===== config.mk =====
export PLATFORM = sky130hd
export DESIGN_NAME = nib_fetch_seq
export DESIGN_NICKNAME = d
export VERILOG_FILES = /design/src/rtl/nfs_pkg.sv /design/src/rtl/nfs_phase_ring.sv /design/src/rtl/nfs_rate_gate.sv /design/src/rtl/nfs_datapath.sv /design/src/rtl/nib_fetch_seq.sv
export SDC_FILE = /design/constraint.sdc
export NUM_CORES = 1
export LEC_CHECK = 0
export ABC_CLOCK_PERIOD_IN_PS = 3100
export BUFFER_PORTS_ARGS = -buffer_cell sky130_fd_sc_hd__buf_2
export CAP_MARGIN = 30
export CORE_ASPECT_RATIO = 1.1
export CORE_UTILIZATION = 51
export CTS_CLUSTER_DIAMETER = 200
export DETAILED_ROUTE_END_ITERATION = 6
export GPL_TIMING_DRIVEN = 0
export PLACE_DENSITY_LB_ADDON = 0.05
export REMOVE_ABC_BUFFERS = 1
export SLEW_MARGIN = 20
export SYNTH_ARGS = -nofsm -noshare
export SYNTH_HDL_FRONTEND = slang
export SYNTH_HIERARCHICAL = 1
export SYNTH_SLANG_ARGS = --single-unit

===== constraint.sdc =====
create_clock -name clk -period 3.1 [get_ports clk]
set_clock_uncertainty 0.15 [all_clocks]
set_input_delay 0.31 -clock clk [delete_from_list [all_inputs] [get_ports clk]]
set_output_delay 0.31 -clock clk [all_outputs]
set_load 0.1 [all_outputs]

===== src/rtl/nfs_pkg.sv =====
package nfs_pkg;
   localparam int unsigned NFS_STEPS = 8;

   typedef enum int unsigned {
      ST_ROW   = 0,
      ST_RLAT  = 1,
      ST_CLA   = 2,
      ST_GETA  = 3,
      ST_COLB  = 4,
      ST_CLB   = 5,
      ST_GETB  = 6,
      ST_IDLE  = 7
   } step_e;
endpackage


===== src/rtl/nfs_phase_ring.sv =====
module nfs_phase_ring #(
   parameter int unsigned N = 8
) (
   input  logic         clk,
   input  logic         rst,
   output logic [N-1:0] ring_q,
   output logic [N-1:0] ring_nxt
);
   localparam logic [N-1:0] RING_INIT = {1'b1, {(N-1){1'b0}}};

   generate
      if (N < 2) begin : g_bad
         $error("ring needs at least two steps");
      end
   endgenerate

   assign ring_nxt = {ring_q[N-2:0], ring_q[N-1]};

   always_ff @(posedge clk) begin
      if (rst) ring_q <= RING_INIT;
      else     ring_q <= ring_nxt;
   end
endmodule


===== src/rtl/nfs_rate_gate.sv =====
module nfs_rate_gate #(
   parameter int unsigned RATE_W = 4
) (
   input  logic              clk,
   input  logic              rst,
   input  logic              tick,
   input  logic [RATE_W-1:0] rate,
   output logic              slot_free
);
   logic [RATE_W-1:0] acc_q;
   logic [RATE_W:0]   acc_inc;
   logic [RATE_W:0]   rate_eff;

   generate
      if (RATE_W < 1) begin : g_bad
         $error("rate width must be at least one bit");
      end
   endgenerate

   assign rate_eff  = (rate == '0) ? (RATE_W+1)'(1) : {1'b0, rate};
   assign acc_inc   = {1'b0, acc_q} + (RATE_W+1)'(1);
   assign slot_free = (acc_q == '0);

   always_ff @(posedge clk) begin
      if (rst) begin
         acc_q <= '0;
      end else if (tick) begin
         if (acc_inc >= rate_eff) acc_q <= '0;
         else                     acc_q <= acc_inc[RATE_W-1:0];
      end
   end
endmodule


===== src/rtl/nfs_datapath.sv =====
module nfs_datapath
   import nfs_pkg::*;
#(
   parameter int unsigned ADDR_W     = 16,
   parameter int unsigned COL_W      = 7,
   parameter int unsigned MUX_W      = 9,
   parameter int unsigned NIB_W      = 4,
   parameter int unsigned STEPS      = 8,
   parameter int unsigned ADDR_STEP  = 8,
   parameter int unsigned SCREEN_END = 32'h8000,
   parameter bit          HI_FIRST   = 1'b1
) (
   input  logic                clk,
   input  logic                rst,
   input  logic [STEPS-1:0]    ring_nxt,
   input  logic                fetch_ok,
   input  logic                slot_free,
   input  logic                addr_load,
   input  logic [ADDR_W-1:0]   addr_start,
   input  logic [ADDR_W-1:0]   wrap_size,
   input  logic [NIB_W-1:0]    ram_dq,
   input  logic                byte_take,
   output logic [MUX_W-1:0]    ram_addr,
   output logic                row_sel,
   output logic                col_sel,
   output logic [2*NIB_W-1:0]  byte_q,
   output logic                byte_rdy
);
   localparam int unsigned BYTE_W = 2 * NIB_W;

   logic [ADDR_W-1:0] ptr_q;
   logic [ADDR_W:0]   ptr_sum;
   logic [ADDR_W-1:0] ptr_adv;
   logic              go_q;
   logic              go_now;
   logic [MUX_W-1:0]  row_img;
   logic [MUX_W-1:0]  col_a;
   logic [MUX_W-1:0]  col_b;
   logic [BYTE_W-1:0] img_a;
   logic [BYTE_W-1:0] img_b;

   assign go_now  = fetch_ok && slot_free;
   assign row_img = MUX_W'(ptr_q[ADDR_W-1:COL_W]);
   assign col_a   = MUX_W'({ptr_q[COL_W-1:0], 1'b0});
   assign col_b   = MUX_W'({ptr_q[COL_W-1:0], 1'b1});

   assign ptr_sum = {1'b0, ptr_q} + (ADDR_W+1)'(ADDR_STEP);
   assign ptr_adv = (ptr_sum >= (ADDR_W+1)'(SCREEN_END))
                    ? ADDR_W'(ptr_sum - {1'b0, wrap_size})
                    : ptr_sum[ADDR_W-1:0];

   generate
      if (HI_FIRST) begin : g_hi_first
         assign img_a = {ram_dq, {NIB_W{1'b0}}};
         assign img_b = {{NIB_W{1'b0}}, ram_dq};
      end else begin : g_lo_first
         assign img_a = {{NIB_W{1'b0}}, ram_dq};
         assign img_b = {ram_dq, {NIB_W{1'b0}}};
      end
   endgenerate

   always_ff @(posedge clk) begin
      if (rst) begin
         ptr_q    <= '0;
         go_q     <= 1'b0;
         ram_addr <= '0;
         row_sel  <= 1'b0;
         col_sel  <= 1'b0;
         byte_q   <= '0;
         byte_rdy <= 1'b0;
      end else begin
         if (addr_load)                       ptr_q <= addr_start;
         else if (ring_nxt[ST_GETB] && go_q)  ptr_q <= ptr_adv;

         if (ring_nxt[ST_ROW]) begin
            go_q <= go_now;
            if (go_now) ram_addr <= row_img;
         end
         if (ring_nxt[ST_RLAT] && go_q) begin
            row_sel  <= 1'b1;
            ram_addr <= col_a;
         end
         if (ring_nxt[ST_CLA] && go_q)  col_sel <= 1'b1;
         if (ring_nxt[ST_GETA] && go_q) byte_q  <= img_a;
         if (ring_nxt[ST_COLB]) begin
            col_sel <= 1'b0;
            if (go_q) ram_addr <= col_b;
         end
         if (ring_nxt[ST_CLB] && go_q)  col_sel <= 1'b1;
         if (ring_nxt[ST_GETB] && go_q) byte_q  <= byte_q | img_b;
         if (ring_nxt[ST_IDLE]) begin
            col_sel <= 1'b0;
            row_sel <= 1'b0;
         end

         if (ring_nxt[ST_GETB] && go_q) byte_rdy <= 1'b1;
         else if (byte_take)            byte_rdy <= 1'b0;
      end
   end
endmodule


===== src/rtl/nib_fetch_seq.sv =====
module nib_fetch_seq
   import nfs_pkg::*;
#(
   parameter int unsigned ADDR_W     = 16,
   parameter int unsigned COL_W      = 7,
   parameter int unsigned NIB_W      = 4,
   parameter int unsigned RATE_W     = 4,
   parameter int unsigned ADDR_STEP  = 8,
   parameter int unsigned SCREEN_END = 32'h8000,
   parameter bit          HI_FIRST   = 1'b1,
   localparam int unsigned ROW_W     = ADDR_W - COL_W,
   localparam int unsigned MUX_W     = (ROW_W > COL_W + 1) ? ROW_W : COL_W + 1,
   localparam int unsigned BYTE_W    = 2 * NIB_W
) (
   input  logic              clk,
   input  logic              rst,
   input  logic              fetch_ok,
   input  logic [RATE_W-1:0] rate,
   input  logic              addr_load,
   input  logic [ADDR_W-1:0] addr_start,
   input  logic [ADDR_W-1:0] wrap_size,
   input  logic [NIB_W-1:0]  ram_dq,
   input  logic              byte_take,
   output logic [MUX_W-1:0]  ram_addr,
   output logic              row_sel,
   output logic              col_sel,
   output logic [BYTE_W-1:0] byte_out,
   output logic              byte_rdy
);
   logic [NFS_STEPS-1:0] ring_q;
   logic [NFS_STEPS-1:0] ring_nxt;
   logic                 slot_free;

   generate
      if (COL_W >= ADDR_W) begin : g_bad_col
         $error("column field must be narrower than the address");
      end
      if (NIB_W < 1) begin : g_bad_nib
         $error("nibble width must be positive");
      end
      if (SCREEN_END > (1 << ADDR_W)) begin : g_bad_end
         $error("screen end exceeds the address space");
      end
   endgenerate

   nfs_phase_ring #(.N(NFS_STEPS)) u_ring (
      .clk      (clk),
      .rst      (rst),
      .ring_q   (ring_q),
      .ring_nxt (ring_nxt)
   );

   nfs_rate_gate #(.RATE_W(RATE_W)) u_rate (
      .clk       (clk),
      .rst       (rst),
      .tick      (ring_nxt[ST_IDLE]),
      .rate      (rate),
      .slot_free (slot_free)
   );

   nfs_datapath #(
      .ADDR_W     (ADDR_W),
      .COL_W      (COL_W),
      .MUX_W      (MUX_W),
      .NIB_W      (NIB_W),
      .STEPS      (NFS_STEPS),
      .ADDR_STEP  (ADDR_STEP),
      .SCREEN_END (SCREEN_END),
      .HI_FIRST   (HI_FIRST)
   ) u_dp (
      .clk        (clk),
      .rst        (rst),
      .ring_nxt   (ring_nxt),
      .fetch_ok   (fetch_ok),
      .slot_free  (slot_free),
      .addr_load  (addr_load),
      .addr_start (addr_start),
      .wrap_size  (wrap_size),
      .ram_dq     (ram_dq),
      .byte_take  (byte_take),
      .ram_addr   (ram_addr),
      .row_sel    (row_sel),
      .col_sel    (col_sel),
      .byte_q     (byte_out),
      .byte_rdy   (byte_rdy)
   );
endmodule


==> metrics.csv, run 1 <==
stage,metric,value,unit
run_status,outcome,"complete, but fails checks",
run_status,failing checks,setup timing,
sta,RSZ-0062 raised after global routing,true,
cells_and_area,final core occ,62.6,%
grt,first-pass GRT wire length,13800,um
grt,largest net degree at the start of global routing,51,
min_path,hold_sp,addr_start[2],
placed_design,GP Congestion,0.804,
cells_and_area,Diodes inserted,0,
grt,GRT Util Overall,24.8,%
grt,vias in the first global route,2978,
critical_path,WP data required,3.16,ns
critical_path,RR Startpoint,u_dp/ptr_q[3],
critical_path,worst reg2reg endpoint,u_dp/ptr_q[13],
run,max-cap check violation count,0,
pwr,Leakage,1.92,nW
critical_path,startpoint types,register,
die,initial core utilization,52.6,%
cells_and_area,Layout Cells excl Fill,569,
grt,initial antenna violation count,0,
sta,final critical-path required period,3.34,ns
sta,Max Slew Vio Count,0,
critical_path,R2R setup slack,-0.24,ns
cells_and_area,Synth-to-Final Area Change,19.2,%
min_path,hold crit path type,input pin to register,
logic_synthesis,synth warn,6,
routing,wire length per cell,14.8,um
clock_tree,Num CTS Buffers,5,
die,die extent in x,80.6,um
clock_tree,CTS Buffer Depth,2,
placed_design,I/O Buffers,64,
critical_path,Worst R2R Path Depth,12,
clock_tree,worst skew pair latency,0.31,ns
sta,Setup Total Neg Slack,-0.637,ns
clock_tree,CTS H-tree depth,2,
cells_and_area,Seq. cell area,991,um2
cells_and_area,post-layout instance area,4130,um2
min_path,hold depth,3,
clock_tree,CTS tree,done,
pwr,peak supply drop,231,uV
routing,Post-DRT Antenna Nets,0,
cells_and_area,layout cells sized above 1,26.1,%
routing,via count,3213,
placed_design,HPWL after detailed placement,5960,um
logic_synthesis,Syn Inst Count,425,
pwr,PwrDens,372,nW/um2
critical_path,WS Path Type,register to register,
cells_and_area,Filler Cells Inserted,597,
logic_synthesis,Mapped Area,3470,um2
critical_path,Critical Path AT,3.40,ns
routing,mean number of vias per cell,5.65,
placed_design,Post-DP Area,3800,um2
cells_and_area,"most common cell after layout, fill and taps aside",buf_2,
cells_and_area,most frequent cells in the layout,"64 x buf_2, 43 x dfxtp_1, 42 x nor2_1",
min_path,hold worst-path end,u_dp/ptr_q[2],
sta,Max Fclk,299,MHz
clock_tree,clock root buffer,clkbuf_8,
sta,Tcrit/Tclk final,108,%
critical_path,Crit. End Element,register,
sta,Final Hold Viols,0,
clock_tree,# clock sinks,49,
die,Core ar.,6590,um2
placed_design,placed cells,549,
logic_synthesis,Syn Area/Cell,8.15,um2
routing,routed wire length,8420,um
placed_design,Post-Place Setup Slack,-0.461,ns
routing,initial DRC count,140,
clock_tree,Clock transition at path regs,0.09,ns
critical_path,crit path max fanout,3,
sta,setup slack after layout,-0.245,ns
die,Cell Rows,31,
sta,Slew HR,39.0,%
sta,worst-margin pin slew,0.915,ns
routing,DRC errors left,0,
grt,total global routing overflow,0,
cells_and_area,Multi-input gate area,2370,um2
routing,Initial DRT Pass Iterations,4,
die,io pins,65,
cells_and_area,fin nets,553,
die,die height,88.5,um
sta,final setup vio count,4,
die,die area,7130,um2
==> per-stage QoR <==
stage	total power (W)	hold slack, ns
CTS	0.00153	0.0695
global placement	0.00103	0.286
finish	0.00154	0.0854
global route	0.00161	0.0821
detailed placement	0.00104	0.298
floorplan	0.000937	0.222
==> metal layers <==
layer  share of wire, %  up-vias  track usage [%]
li1                   -     1644                -
met1                 45     1497             31.7
met4               0.72        0             6.49
met2                 50       68             43.1
met5                  0        -                0
met3                4.2        4             4.33
==> worst max-delay path, cell delays in order, from the launching register on <==
cell,delay (ns)
dfxtp_4,0.36
ha_2,0.20
xor2_1,0.15
ha_2,0.19
or3_4,0.35
o311ai_4,0.28
buf_4,0.18
a22oi_2,0.09
a2111oi_4,0.41
o211a_1,0.20
nor4_1,0.06
or4_1,0.48
and3_1,0.15
==> state kept, by name (all words and copies together), names as in the netlist <==
name and flops:
u_dp/col_sel 1, u_dp/ram_addr 9, u_dp/go_q 1, u_ring/ring_q 8
u_rate/acc_q 4, u_dp/ptr_q 16, u_dp/row_sel 1, u_dp/byte_q 8
u_dp/byte_rdy 1
==> worst max path at each step <==
| stage | from | end | slack (ns) | depth (start not counted) |
|---|---|---|---|---|
| 3_5_place_dp | u_dp/ptr_q[3] | u_dp/ptr_q[13] | -0.46 | 11 |
| 6_report | u_dp/ptr_q[3] | u_dp/ptr_q[13] | -0.24 | 12 |
| 4_1_cts | u_dp/ptr_q[3] | u_dp/ptr_q[13] | -0.27 | 12 |
| 5_1_grt | u_dp/ptr_q[3] | u_dp/ptr_q[13] | -0.36 | 12 |
| 3_3_place_gp | u_dp/ptr_q[3] | u_dp/ptr_q[13] | -0.60 | 9 |
| 2_1_floorplan | u_dp/ptr_q[3] | u_dp/ptr_q[13] | -0.18 | 11 |
==> area by class of cell <==
type | instances | area share, %
clock inverters | 3 | 1.06
well taps | 82 | 2.48
multi-input cells | 316 | 57.3
repair buffers | 76 | 10.0
inverters | 38 | 3.45
flip-flops and latches | 49 | 24.0
clock buffers | 5 | 1.67
==> power breakdown <==
| group | internal, W | switching [W] |
|---|---|---|
| Clock | 0.000242 | 0.000229 |
| Combinational | 0.000162 | 0.000219 |
| Sequential | 0.000652 | 0.0000319 |
| Total | 0.00106 | 0.000479 |
==> what timing repair did <==
action                     CTS  global route
pin swaps                   13             6
buffers inserted             9             1
gates cloned                 0             0
setup endpoints to repair   13             9
gates resized for setup     19            11
hold buffers                 0             0
(Power assumes the default switching activity.)
==> inputs of run 2 (changes only) <==
--- a/config.mk
+++ b/config.mk
@@ -13,7 +13,7 @@
 export CTS_CLUSTER_DIAMETER = 200
 export DETAILED_ROUTE_END_ITERATION = 6
 export GPL_TIMING_DRIVEN = 0
-export PLACE_DENSITY_LB_ADDON = 0.05
+export PLACE_DENSITY = 0.77
 export REMOVE_ABC_BUFFERS = 1
 export SLEW_MARGIN = 20
 export SYNTH_ARGS = -nofsm -noshare
==> run 2 against run 1 <==
Against the previous run: final cell count increased by 1.1%; die area did not move; sequential cell count stayed put; design area up 5.8%; fmax decreased by 0.82%; first-iteration DRC count grew 68%; global-route usage fell by 0.51 points; core utilization grew 3.6 points; the run ends with DRC, setup timing left; worst hold slack improved by 0.0082 ns; critical path depth fell by 1; highest routed layer unchanged; critical path type unchanged; register-to-register slack worse by 0.03 ns; count of clock-buffer cells in the layout is the same.
==> metrics.csv, run 2 (synthesis results as in run 1) <==
stage,metric,value,unit,change
critical_path,RR Startpoint,u_dp/ptr_q[4],,
sta,Final Hold Viols,0,,unchanged
critical_path,crit path max fanout,4,,+1
sta,Tcrit/Tclk final,109,%,+0.89 points
cells_and_area,Seq. cell area,1000,um2,+0.88%
clock_tree,worst skew pair latency,0.30,ns,about the same
clock_tree,Num CTS Buffers,5,,unchanged
routing,Post-DRT Antenna Nets,0,,unchanged
min_path,hold_sp,addr_start[4],,
clock_tree,CTS tree,done,,
critical_path,"slowest stage cell, crit path",or4_1,,
grt,first-pass GRT wire length,13600,um,-1.1%
routing,initial DRC count,235,,+68%
critical_path,Critical Path AT,3.43,ns,+0.03 ns
routing,wire length per cell,15.8,um,+6.5%
grt,GRT Util Overall,24.3,%,-0.51 points
placed_design,GP Congestion,0.815,,+1.4%
run_status,failing checks,"DRC, setup timing",,
placed_design,I/O Buffers,64,,unchanged
die,Core ar.,6590,um2,unchanged
cells_and_area,fin nets,559,,+1.1%
clock_tree,Post-CTS Hold Buffers,0,,unchanged
critical_path,Crit path top cell by count,ha_4,,
die,io pins,65,,unchanged
pwr,Logic pwr share,28.3,%,+3.5 points
critical_path,startpoint types,register,,
routing,Initial DRT Pass Iterations,7,,+3
sta,final critical-path required period,3.37,ns,+0.0277 ns
cells_and_area,most flop-heavy register,u_dp/ptr_q,,
pwr,sw frac,33.3,%,+2.1 points
critical_path,crit-path cells,ha_4 > xor2_4 > ha_4 > or3_4 > o311ai_4 > a22oi_2 > a2111oi_4 > o211a_1 > nor4_2 > or4_1 > and3_1,,
critical_path,Crit path largest cell delay,0.48,ns,about the same
cells_and_area,max FFs per register,16,,unchanged
routing,mean number of vias per cell,5.83,,+3.3%
die,die extent in x,80.6,um,unchanged
critical_path,WS Path Type,register to register,,
pwr,clock power share,26.0,%,-4.7 points
pwr,P_sw,0.000499,W,+4.2%
cells_and_area,final core occ,66.3,%,+3.6 points
cells_and_area,layout cells sized above 1,30.4,%,+4.3 points
clock_tree,CTS H-tree depth,2,,unchanged
min_path,hold crit path type,input pin to register,,
cells_and_area,Multi-input gate area,2550,um2,+7.8%
clock_tree,clock root buffer,clkbuf_8,,
grt,vias in the first global route,3015,,+1.2%
grt,initial antenna violation count,0,,unchanged
routing,via count,3355,,+4.4%
clock_tree,Clock transition at path regs,0.10,ns,about the same
placed_design,HPWL after detailed placement,5990,um,+0.52%
critical_path,worst reg2reg endpoint,u_dp/ptr_q[13],,
die,die height,88.5,um,unchanged
sta,Max Fclk,297,MHz,-0.82%
cells_and_area,"most common cell after layout, fill and taps aside",buf_2,,
pwr,peak supply drop,226,uV,-2.2%
sta,final setup vio count,3,,-1
cells_and_area,most frequent cells in the layout,"64 x buf_2, 42 x nor2_1, 42 x dfxtp_1",,
grt,largest net degree at the start of global routing,51,,unchanged
sta,Slew HR,37.9,%,-1.1 points
pwr,sequential power share,45.7,%,+1.2 points
routing,routed wire length,9070,um,+7.7%
run_status,outcome,"complete, but fails checks",,
clock_tree,# clock sinks,49,,unchanged
clock_tree,CTS Buffer Depth,2,,unchanged
placed_design,Post-DP Area,3800,um2,unchanged
min_path,hold depth,3,,unchanged
critical_path,Worst R2R Path Depth,11,,-1
sta,worst-margin pin slew,0.932,ns,+0.0172 ns
cells_and_area,post-layout instance area,4370,um2,+5.8%
sta,Max Slew Vio Count,0,,unchanged
die,die area,7130,um2,unchanged
cells_and_area,Filler Cells Inserted,531,,-11%
pwr,PwrDens,343,nW/um2,-7.7%
die,Cell Rows,31,,unchanged
pwr,Power Total,0.00150,W,-2.3%
cells_and_area,Diodes inserted,0,,unchanged
die,initial core utilization,52.6,%,unchanged
sta,RSZ-0062 raised after global routing,true,,
pwr,Leakage,1.97,nW,+2.7%
cells_and_area,Top Registers,"u_dp/ptr_q x16, u_dp/ram_addr x9",,
min_path,hold worst-path end,u_dp/ptr_q[4],,
pwr,internal power,0.00100,W,-5.3%
critical_path,WP data required,3.16,ns,about the same
cells_and_area,Layout Cells excl Fill,575,,+1.1%
sta,setup slack after layout,-0.272,ns,-0.0277 ns
routing,DRC errors left,2,,+2
cells_and_area,Synth-to-Final Area Change,26.1,%,
run,max-cap check violation count,0,,unchanged
critical_path,R2R setup slack,-0.27,ns,-0.03 ns
placed_design,placed cells,549,,unchanged
critical_path,Crit. End Element,register,,
grt,total global routing overflow,0,,unchanged
## run 2: changes by cell type in the layout (fill, tap and decap cells not counted), sizes merged
cell	change
buf	+7
clkbuf	-1
clkinvlp	+1
bufinv	-1
## run 2: per-stage QoR
step           setup WS, ns  setup TNS [ns]  hold slack, ns
2_1_floorplan        -0.179          -0.179           0.222
3_3_place_gp         -0.562           -3.91           0.285
3_5_place_dp         -0.453           -1.71           0.301
4_1_cts              -0.298          -0.487          0.0808
5_1_grt              -0.346          -0.958           0.102
6_report             -0.272          -0.624          0.0936
## run 2: worst max-delay path, delay by kind of cell (launching register included)
kind,cells,cell delay [ns]
compound gates,4,1.19
xor+xnor,1,0.16
fa+ha+maj,2,0.34
flops,1,0.37
simple gates,4,1.07
## run 2: how the worst max path moves through the flow
| stage | start | endpoint | slack [ns] | cells after the start |
|---|---|---|---|---|
| CTS | u_dp/ptr_q[4] | u_dp/ptr_q[13] | -0.30 | 11 |
| detailed placement | u_dp/ptr_q[3] | u_dp/ptr_q[13] | -0.45 | 11 |
| global placement | u_dp/ptr_q[3] | u_dp/ptr_q[13] | -0.56 | 9 |
| floorplan | u_dp/ptr_q[3] | u_dp/ptr_q[13] | -0.18 | 11 |
| finish | u_dp/ptr_q[4] | u_dp/ptr_q[13] | -0.27 | 11 |
| global route | u_dp/ptr_q[4] | u_dp/ptr_q[13] | -0.35 | 11 |
## run 2: power by group through the flow
stage          sequential (W)  combinational [W]  clock (W)
4_1_cts              0.000683           0.000375   0.000400
3_3_place_gp         0.000696           0.000332          0
6_report             0.000685           0.000425   0.000390
2_1_floorplan        0.000733           0.000204          0
5_1_grt              0.000688           0.000460   0.000421
3_5_place_dp         0.000697           0.000341          0
## run 2: layer usage
metal | GRT usage, % | wire [um] | up-vias
met5 | 0 | 0 | -
met4 | 8.28 | 98 | 0
met3 | 3.92 | 548 | 14
met2 | 41.9 | 4590 | 120
met1 | 30.7 | 3830 | 1563
li1 | - | - | 1658
## run 2: cell type report
| type | count | area share (%) |
|---|---|---|
| clock buffer | 5 | 1.57 |
| clock inverter | 3 | 0.573 |
| inverter | 38 | 3.26 |
| multi-input combinational | 316 | 58.4 |
| sequential | 49 | 22.9 |
| tap | 82 | 2.35 |
| timing repair buffer | 82 | 11.0 |
## run 2: what timing repair did
action / CTS / global route
pin swaps: 16 / 17
endpoints found under the hold margin: 0 / 0
setup endpoints to repair: 13 / 7
gates resized for setup: 28 / 36
buffers inserted: 10 / 6
==> inputs of run 3 (changes only) <==
--- a/config.mk
+++ b/config.mk
@@ -9,6 +9,7 @@
 export BUFFER_PORTS_ARGS = -buffer_cell sky130_fd_sc_hd__buf_2
 export CAP_MARGIN = 30
 export CORE_ASPECT_RATIO = 1.1
+export CORE_MARGIN = 3
 export CORE_UTILIZATION = 51
 export CTS_CLUSTER_DIAMETER = 200
 export DETAILED_ROUTE_END_ITERATION = 6
==> run 3 against run 2 <==
Against the previous run: the run ends with setup timing left; count of clock-buffer cells in the layout did not move; register-to-register slack barely moved; design area fell by 1.1%; largest cell class unchanged; highest routed layer unchanged.
==> metrics.csv, run 3 (synthesis results as in run 1) <==
stage,metric,value,unit,change
cells_and_area,"most common cell after layout, fill and taps aside",buf_2,,
routing,wire length per cell,15.6,um,-1.3%
grt,initial antenna violation count,0,,unchanged
sta,Max Slew Vio Count,0,,unchanged
cells_and_area,final core occ,67.7,%,+1.5 points
grt,GRT Util Overall,22.4,%,-1.9 points
grt,total global routing overflow,0,,unchanged
sta,final setup vio count,3,,unchanged
die,die extent in x,84.6,um,+5.0%
sta,RSZ-0062 raised after global routing,true,,
cells_and_area,most frequent cells in the layout,"64 x buf_2, 42 x nor2_1, 40 x dfxtp_1",,
critical_path,Critical Path AT,3.44,ns,about the same
run_status,failing checks,setup timing,,
die,Cell Rows,30,,-3.2%
critical_path,WP data required,3.17,ns,about the same
critical_path,Crit. End Element,register,,
routing,via count,3421,,+2.0%
sta,worst hold slack,0.0786,ns,-0.0150 ns
clock_tree,Num CTS Buffers,5,,unchanged
routing,Initial DRT Pass Iterations,5,,-2
cells_and_area,Synth-to-Final Area Change,24.7,%,
cells_and_area,Filler Cells Inserted,516,,-2.8%
routing,Post-DRT Antenna Nets,0,,unchanged
die,io pins,65,,unchanged
routing,routed wire length,9000,um,-0.78%
sta,Max Fclk,297,MHz,+0.20%
pwr,Leakage,1.96,nW,-0.55%
die,initial core utilization,54.3,%,+1.8 points
placed_design,GP Congestion,0.804,,-1.3%
routing,initial DRC count,272,,+16%
cells_and_area,fin nets,564,,+0.89%
clock_tree,worst skew pair latency,0.31,ns,about the same
critical_path,Crit path largest cell delay,0.46,ns,-0.02 ns
die,Core ar.,6380,um2,-3.2%
sta,setup slack after layout,-0.266,ns,+0.00663 ns
min_path,hold crit path type,input pin to register,,
critical_path,startpoint types,register,,
sta,final critical-path required period,3.37,ns,-0.00663 ns
clock_tree,CTS Buffer Depth,2,,unchanged
grt,first-pass GRT wire length,14500,um,+7.0%
sta,worst-margin pin slew,0.906,ns,-0.0255 ns
cells_and_area,most flop-heavy register,u_dp/ptr_q,,
placed_design,HPWL after detailed placement,6100,um,+1.8%
clock_tree,Clock transition at path regs,0.10,ns,about the same
clock_tree,# clock sinks,49,,unchanged
clock_tree,CTS tree,done,,
grt,largest net degree at the start of global routing,51,,unchanged
pwr,peak supply drop,271,uV,+20%
clock_tree,CTS H-tree depth,2,,unchanged
pwr,PwrDens,348,nW/um2,+1.5%
grt,vias in the first global route,3224,,+6.9%
critical_path,crit-path cells,and3_4 > xnor2_1 > ha_2 > or3_4 > o311ai_4 > a22oi_2 > a2111oi_4 > nor4_2 > o211a_1 > or4_1 > and3_1,,
routing,DRC errors left,0,,-2
sta,Slew HR,39.6,%,+1.7 points
clock_tree,clock root buffer,clkbuf_8,,
die,die height,92.5,um,+4.5%
critical_path,"slowest stage cell, crit path",or4_1,,
cells_and_area,layout cells sized above 1,30.7,%,+0.30 points
cells_and_area,Top Registers,"u_dp/ptr_q x16, u_dp/ram_addr x9",,
critical_path,WS Path Type,register to register,,
run_status,outcome,"complete, but fails checks",,
cells_and_area,max FFs per register,16,,unchanged
die,die area,7820,um2,+9.7%
routing,mean number of vias per cell,5.92,,+1.4%
sta,Final Hold Viols,0,,unchanged
critical_path,crit path max fanout,4,,unchanged
cells_and_area,Diodes inserted,0,,unchanged
run,max-cap check violation count,0,,unchanged
placed_design,I/O Buffers,64,,unchanged
sta,Tcrit/Tclk final,109,%,-0.21 points
## run 3: per-layer routing
layer	vias to the layer above	GRT usage, %	routed length [um]
met2	108	38.8	4540
met3	23	4.09	502
met4	0	8.31	226
met1	1613	27.4	3720
met5	-	0	0
li1	1677	-	-
## run 3: through the flow
step	setup WS, ns	power (W)	instance area, um2	cells	TNS, ns
after floorplan	-0.179	0.000937	3380	403	-0.179
after global placement	-0.605	0.00103	3800	547	-4.46
after detailed placement	-0.446	0.00104	3800	547	-2.03
after CTS	-0.289	0.00148	4170	572	-0.438
after global routing	-0.324	0.00158	4320	578	-0.912
final	-0.266	0.00151	4320	578	-0.599
## run 3: power by group
group	internal (W)	switching, W
registers	0.000652	0.0000340
clock network	0.000165	0.000238
logic	0.000181	0.000236
## run 3: worst max-delay path, delay by kind of cell (launching register included)
| family | cells | cell delay, ns |
|---|---|---|
| simple gates | 5 | 1.24 |
| xor+xnor | 1 | 0.12 |
| compound gates | 4 | 1.20 |
| fa+ha+maj | 1 | 0.18 |
| flops | 1 | 0.37 |
## run 3: final cells by class
class | count | area [um2] | share of cell area, %
Inverter | 38 | 143 | 3.30
Tap cell | 80 | 100 | 2.32
Sequential cell | 49 | 1000 | 23.1
Clock inverter | 3 | 25.0 | 0.579
Timing Repair Buffer | 87 | 493 | 11.4
Clock buffer | 5 | 68.8 | 1.59
Multi-Input combinational cell | 316 | 2490 | 57.7
## run 3: worst paths after layout
kind / startpoint / end / slack (ns) / depth (start not counted)
max: u_dp/ptr_q[4] / u_dp/ptr_q[13] / -0.27 / 11
min: addr_start[2] / u_dp/ptr_q[2] / 0.08 / 3
max reg2reg: u_dp/ptr_q[4] / u_dp/ptr_q[13] / -0.27 / 11
min reg2reg: u_dp/byte_rdy / u_dp/byte_rdy / 0.32 / 2
## run 3: repair_timing
action                                 CTS  global route
setup buffers                           17             6
hold buffers                             0             0
setup endpoints to repair               12             7
resized for setup                       33            23
pin swaps                               17            14
endpoints found under the hold margin    0             0
